`src/rtl/stk_pkg.sv`:
```
package stk_pkg;

    localparam int PC_W       = 4;
    localparam int PROG_DEPTH = 1 << PC_W;

    typedef enum logic [2:0] {
        ACT_HOLD  = 3'd0,
        ACT_DUP   = 3'd1,
        ACT_SWAP  = 3'd2,
        ACT_FETCH = 3'd3,
        ACT_ALU   = 3'd4
    } stk_act_e;

    typedef enum logic [2:0] {
        FN_ADD = 3'd0,
        FN_INC = 3'd1,
        FN_INV = 3'd2,
        FN_OR  = 3'd3,
        FN_DBL = 3'd4,
        FN_LSH = 3'd5
    } alu_fn_e;

    typedef struct packed {
        stk_act_e act;
        alu_fn_e  fn;
    } ctrl_t;

    typedef ctrl_t [PROG_DEPTH-1:0] prog_t;

    function automatic ctrl_t mk_word(stk_act_e a, alu_fn_e f);
        ctrl_t w;
        w.act = a;
        w.fn  = f;
        return w;
    endfunction

    function automatic logic fn_is_binary(alu_fn_e f);
        return (f == FN_ADD) || (f == FN_OR) || (f == FN_LSH);
    endfunction

    // Demonstration sequence; the remaining words stay all-zero (idle).
    function automatic prog_t default_prog();
        prog_t p;
        p     = '0;
        p[0]  = mk_word(ACT_FETCH, FN_ADD);
        p[1]  = mk_word(ACT_FETCH, FN_ADD);
        p[2]  = mk_word(ACT_ALU,   FN_LSH);
        p[3]  = mk_word(ACT_FETCH, FN_ADD);
        p[4]  = mk_word(ACT_ALU,   FN_OR);
        p[5]  = mk_word(ACT_ALU,   FN_DBL);
        p[6]  = mk_word(ACT_FETCH, FN_ADD);
        p[7]  = mk_word(ACT_ALU,   FN_ADD);
        p[8]  = mk_word(ACT_ALU,   FN_INV);
        p[9]  = mk_word(ACT_ALU,   FN_INC);
        return p;
    endfunction

endpackage

```
`src/rtl/stk_pc.sv`:
```
module stk_pc #(
    parameter int PC_W = 4
) (
    input  logic            clk,
    input  logic            clr,
    output logic [PC_W-1:0] pc_o
);

    logic [PC_W-1:0] pc_q;

    always_ff @(posedge clk or posedge clr) begin
        if (clr) pc_q <= '0;
        else     pc_q <= pc_q + 1'b1;
    end

    assign pc_o = pc_q;

    AST_PC_STEP: assert property (@(posedge clk) disable iff (clr)
        !clr |=> pc_q == $past(pc_q) + 1'b1);

endmodule

```
`src/rtl/stk_rom.sv`:
```
module stk_rom
    import stk_pkg::*;
#(
    parameter prog_t PROG = default_prog()
) (
    input  logic [PC_W-1:0] addr_i,
    output ctrl_t           word_o
);

    assign word_o = PROG[addr_i];

endmodule

```
`src/rtl/stk_alu.sv`:
```
module stk_alu
    import stk_pkg::*;
#(
    parameter int DATA_W = 16
) (
    input  logic [DATA_W-1:0] n_i,
    input  logic [DATA_W-1:0] t_i,
    input  alu_fn_e           fn_i,
    output logic [DATA_W-1:0] y_o
);

    always_comb begin
        case (fn_i)
            FN_ADD:  y_o = n_i + t_i;
            FN_INC:  y_o = t_i + 1'b1;
            FN_INV:  y_o = ~t_i;
            FN_OR:   y_o = n_i | t_i;
            FN_DBL:  y_o = {t_i[DATA_W-2:0], 1'b0};
            FN_LSH:  y_o = n_i << t_i;
            default: y_o = t_i;
        endcase
    end

endmodule

```
`src/rtl/stk_core.sv`:
```
module stk_core
    import stk_pkg::*;
#(
    parameter int    DATA_W = 16,
    parameter int    SW_W   = 8,
    parameter prog_t PROG   = default_prog()
) (
    input  logic              clk,
    input  logic              clr,
    input  logic [SW_W-1:0]   sw,
    output logic [DATA_W-1:0] t_out,
    output logic [DATA_W-1:0] n_out
);

    localparam int PAD_W = DATA_W - SW_W;

    logic [PC_W-1:0]   pc;
    ctrl_t             ctrl;
    logic [DATA_W-1:0] alu_y;
    logic [DATA_W-1:0] sw_ext;
    logic [DATA_W-1:0] t_q, n_q, t_nxt, n_nxt;

    stk_pc #(.PC_W(PC_W)) i_pc (
        .clk  (clk),
        .clr  (clr),
        .pc_o (pc)
    );

    stk_rom #(.PROG(PROG)) i_rom (
        .addr_i (pc),
        .word_o (ctrl)
    );

    stk_alu #(.DATA_W(DATA_W)) i_alu (
        .n_i  (n_q),
        .t_i  (t_q),
        .fn_i (ctrl.fn),
        .y_o  (alu_y)
    );

    assign sw_ext = {{PAD_W{1'b0}}, sw};

    always_comb begin
        t_nxt = t_q;
        n_nxt = n_q;
        case (ctrl.act)
            ACT_DUP:   n_nxt = t_q;
            ACT_SWAP:  begin t_nxt = n_q;    n_nxt = t_q; end
            ACT_FETCH: begin t_nxt = sw_ext; n_nxt = t_q; end
            ACT_ALU:   t_nxt = alu_y;
            default:   ;
        endcase
    end

    always_ff @(posedge clk or posedge clr) begin
        if (clr) begin
            t_q <= '0;
            n_q <= '0;
        end else begin
            t_q <= t_nxt;
            n_q <= n_nxt;
        end
    end

    assign t_out = t_q;
    assign n_out = n_q;

    AST_FETCH_PUSH: assert property (@(posedge clk) disable iff (clr)
        ctrl.act == ACT_FETCH |=> (t_q == {{PAD_W{1'b0}}, $past(sw)}) && (n_q == $past(t_q)));
    AST_DUP_COPY: assert property (@(posedge clk) disable iff (clr)
        ctrl.act == ACT_DUP |=> (n_q == $past(t_q)) && $stable(t_q));
    AST_SWAP_XCHG: assert property (@(posedge clk) disable iff (clr)
        ctrl.act == ACT_SWAP |=> (t_q == $past(n_q)) && (n_q == $past(t_q)));
    AST_BINARY_KEEPS_N: assert property (@(posedge clk) disable iff (clr)
        (ctrl.act == ACT_ALU) && fn_is_binary(ctrl.fn) |=> $stable(n_q));
    AST_UNARY_KEEPS_N: assert property (@(posedge clk) disable iff (clr)
        (ctrl.act == ACT_ALU) && !fn_is_binary(ctrl.fn) |=> $stable(n_q));
    AST_ZERO_WORD_IDLE: assert property (@(posedge clk) disable iff (clr)
        ctrl == '0 |=> $stable(t_q) && $stable(n_q));

endmodule

```
`config.mk`:
```
export PLATFORM = sky130hd
export DESIGN_NAME = stk_core
export DESIGN_NICKNAME = d
export VERILOG_FILES = /design/src/rtl/stk_pkg.sv /design/src/rtl/stk_pc.sv /design/src/rtl/stk_rom.sv /design/src/rtl/stk_alu.sv /design/src/rtl/stk_core.sv
export SDC_FILE = /design/constraint.sdc
export NUM_CORES = 1
export LEC_CHECK = 0
export ABC_AREA = 1
export BUFFER_PORTS_ARGS = -buffer_cell sky130_fd_sc_hd__buf_2
export CAP_MARGIN = 20
export CORE_ASPECT_RATIO = 1.2
export CORE_MARGIN = 3
export CORE_UTILIZATION = 40
export CTS_BUF_LIST = sky130_fd_sc_hd__clkbuf_4 sky130_fd_sc_hd__clkbuf_8
export CTS_CLUSTER_SIZE = 20
export DETAILED_ROUTE_END_ITERATION = 12
export GPL_TIMING_DRIVEN = 0
export PLACE_DENSITY = 0.65
export SETUP_SLACK_MARGIN = 0.5
export SYNTH_ARGS = -nofsm -noshare
export SYNTH_HDL_FRONTEND = slang
export SYNTH_HIERARCHICAL = 1
export SYNTH_SLANG_ARGS = --single-unit
```
`constraint.sdc`:
```
create_clock -name clk -period 3.52 [get_ports clk]
set_input_delay 0.176 -clock clk [delete_from_list [all_inputs] [get_ports clk]]
set_output_delay 0.176 -clock clk [all_outputs]
set_load 0.01 [all_outputs]
```
==> results.sh <==
export IMPL_yosys_cell_types_count=49
export IMPL_status="completed"
export IMPL_antennaDiodeCount=0
export IMPL_crit_path_max_fanout=6
export IMPL_slowest_stage="dfrtp_2"
export IMPL_synth_cell_area_sq_um=4506
export IMPL_cts_tree="done"
export IMPL_std_cell_rows=41
export IMPL_relSlewSlack_pct=54.48
export IMPL_syn_to_final_growth_pct=31.74
export IMPL_ys_seq_area_share_pct=19.99
export IMPL_critPathKind="reg2reg"
export IMPL_required_ns=3.75
export IMPL_setup_viol=0
export IMPL_grt_max_degree=18
export IMPL_finalCritPeriodShare_pct=87.15
export IMPL_placed_area_sq_um=4936
export IMPL_cp_end_kind="flip-flop"
export IMPL_wire_per_inst_um=19.51
export IMPL_worstRegToRegCells=26
export IMPL_die_w_um=102.9
export IMPL_cp_num_cells=26
export IMPL_synth_area_top_cells="dfrtp_1 (20%), nand2_1 (18%), nand3_1 (11%)"
export IMPL_vias=5656
export IMPL_fin_skew_ns=0.009685
export IMPL_start_kind="flip-flop"
export IMPL_gp_congestion=1.109
export IMPL_dieArea_sq_um=12580
export IMPL_cts_buffers=5
export IMPL_drv_cap=0
export IMPL_path_buf_inv=5
export IMPL_dp_hpwl_um=13460
export IMPL_finalHoldViolCount=0
export IMPL_grt_pass1_wl_um=28290
export IMPL_vdd_drop_max_mv=0.3086
export IMPL_start_util_pct=41.82
export IMPL_period_needed_ns=3.068
export IMPL_htreeDepth=2
export IMPL_clk_path_buf_depth=2
export IMPL_die_h_um=122.3
export IMPL_fmax_mhz=326.0
export IMPL_synth_seq_cells=36
export IMPL_ys_flop_type="dfrtp_1"
export IMPL_yosysMostFrequentCell="nand2_1"
export IMPL_synth_nets=766
export IMPL_clock_latency_ns=0.30
export IMPL_cts_root_buf="clkbuf_8"
export IMPL_arrival_ns=3.30
export IMPL_yosys_top_cells_count="nand2_1 (215), nand3_1 (101), inv_1 (89), o21ai_0 (45), nor2_1 (44)"
export IMPL_power_total_uw=1641
export IMPL_r2r_slack_ns=0.45
export IMPL_portBuffers=41
export IMPL_track_usage_pct=29.40
export IMPL_finalWirelength_um=18730
export IMPL_min_path_type="in2async"
export IMPL_grt_pass1_vias=5296
export IMPL_synth_top_area_share_pct=19.99
export IMPL_ant_nets=0
export IMPL_clk_pin_slew_ns=0.08
export IMPL_yosys_warnings=6
export IMPL_antenna_found_initial=0
export IMPL_synth_edff_count=0
export IMPL_synthArstFlopShare_pct=100.0
export IMPL_yosysTopAreaCell="dfrtp_1"
export IMPL_max_stage_delay_ns=0.45
export IMPL_r2r_end="t_out[9]$_DFFE_PP0P_"
export IMPL_drive_gt1_share_pct=33.33
export IMPL_timing_rr_start="i_pc/pc_o[1]$_DFF_PP0_"
export IMPL_rsz0062_at_grt="yes"
export IMPL_total_leakage_power_uw=0.003009
export IMPL_drtPass1Iterations=6
export IMPL_crit_family="simple AND/OR/NAND/NOR gates"
export IMPL_vias_per_cell=5.892
export IMPL_final_cell_area_sq_um=5936
export IMPL_clock_sinks=36
export IMPL_slew_viol_final=0
export IMPL_synth_area_per_cell_sq_um=6.097
export IMPL_grt_ovfl_total=0
export IMPL_p_per_area_nw_per_um2=276.4
export IMPL_worstMarginPinSlew_ns=0.6828
export IMPL_fin_nets=857
export IMPL_drtIter0Drc=687
export IMPL_core_sq_um=10770
export IMPL_io_pins=42
export IMPL_drc_errors=0
export IMPL_syn_inst=739
==> power by group <==
part	internal (uW)	switching, uW
clock	218	161
combinational	300	421
sequential	438	102
total	956	685
==> per-stage QoR <==
step	TNS [ns]	util, %	hold WS, ns	setup slack [ns]	std cells
after detailed placement	-0.3543	45.82	0.08467	-0.1595	911
final	0	55.10	0.3391	0.4522	960
after floorplan	0	-	-0.05792	0.5322	739
after global placement	-0.05924	45.31	0.07184	-0.04610	909
after CTS	0	51.57	0.3185	0.4426	949
after global routing	0	55.10	0.3644	0.2633	960
==> metal layers <==
metal / routed length [um] / part of all wire, % / vias to the layer above / global-route usage (%)
met5: 0 / 0 / - / 0
met4: 937 / 5.0 / 0 / 11.82
met3: 1856 / 9.9 / 64 / 4.719
met2: 8606 / 46 / 305 / 47.03
met1: 7332 / 39 / 2643 / 39.33
li1: - / - / 2644 / -
==> final cells by class <==
| cell class | count | area [sq um] |
|---|---|---|
| Timing Repair Buffer | 84 | 579.3 |
| Multi-Input combinational cell | 573 | 3576 |
| Sequential cell | 36 | 905.9 |
| Clock inverter | 2 | 35.03 |
| Clock buffer | 6 | 76.32 |
| Tap cell | 129 | 161.4 |
| Fill cell | 1082 | 4837 |
| Inverter | 100 | 382.9 |
| Buffer | 30 | 219.0 |
==> kinds of logic after synthesis <==
logic type | share of synthesized area (%)
adder cells (fa/ha/maj) | 4.888
flip-flops | 19.99
XOR/XNOR | 0.3889
AO/OA/AOI/OAI | 16.52
AND/OR/NAND/NOR | 45.46
buffers and inverters | 12.75
==> repair_timing <==
item | CTS | global route
hold buffers | 1 | 0
gates cloned | 0 | 1
pin swaps | 23 | 55
buffers inserted | 29 | 10
endpoints found under the hold margin | 4 | 0
gates resized for setup | 67 | 79
endpoints found under the setup margin | 14 | 16
==> state kept, by name (all words and copies together), names as in the netlist <==
register	flops
i_pc/pc_o	4
t_out	16
n_out	16
==> cells in the final DEF, fill, tap and decap left out, drive strengths merged, types with 5 or more instances in the layout <==
cell type,instances
a21oi,32
a221oi,6
a31oi,5
buf,106
clkbuf,13
dfrtp,36
ha,16
inv,98
nand2,233
nand3,110
nand4,25
nor2,52
nor3,6
o21ai,60
==> tightest hold or removal path: stages <==
cell,delay (ns)
dlygate4sd3_1,0.55
buf_2,0.14
inv_1,0.14
==> worst max path at each step <==
| stage | start | slack (ns) | endpoint |
|---|---|---|---|
| after floorplan | i_pc/pc_o[1]$_DFF_PP0_ | 0.53 | t_out[14]$_DFFE_PP0P_ |
| after global placement | i_pc/pc_o[1]$_DFF_PP0_ | -0.05 | t_out[14]$_DFFE_PP0P_ |
| final | i_pc/pc_o[1]$_DFF_PP0_ | 0.45 | t_out[9]$_DFFE_PP0P_ |
| after detailed placement | i_pc/pc_o[1]$_DFF_PP0_ | -0.16 | t_out[14]$_DFFE_PP0P_ |
| after global routing | i_pc/pc_o[2]$_DFF_PP0_ | 0.26 | t_out[9]$_DFFE_PP0P_ |
| after CTS | i_pc/pc_o[0]$_DFF_PP0_ | 0.44 | t_out[8]$_DFFE_PP0P_ |
No activity file was read; power rests on OpenSTA's default activity.
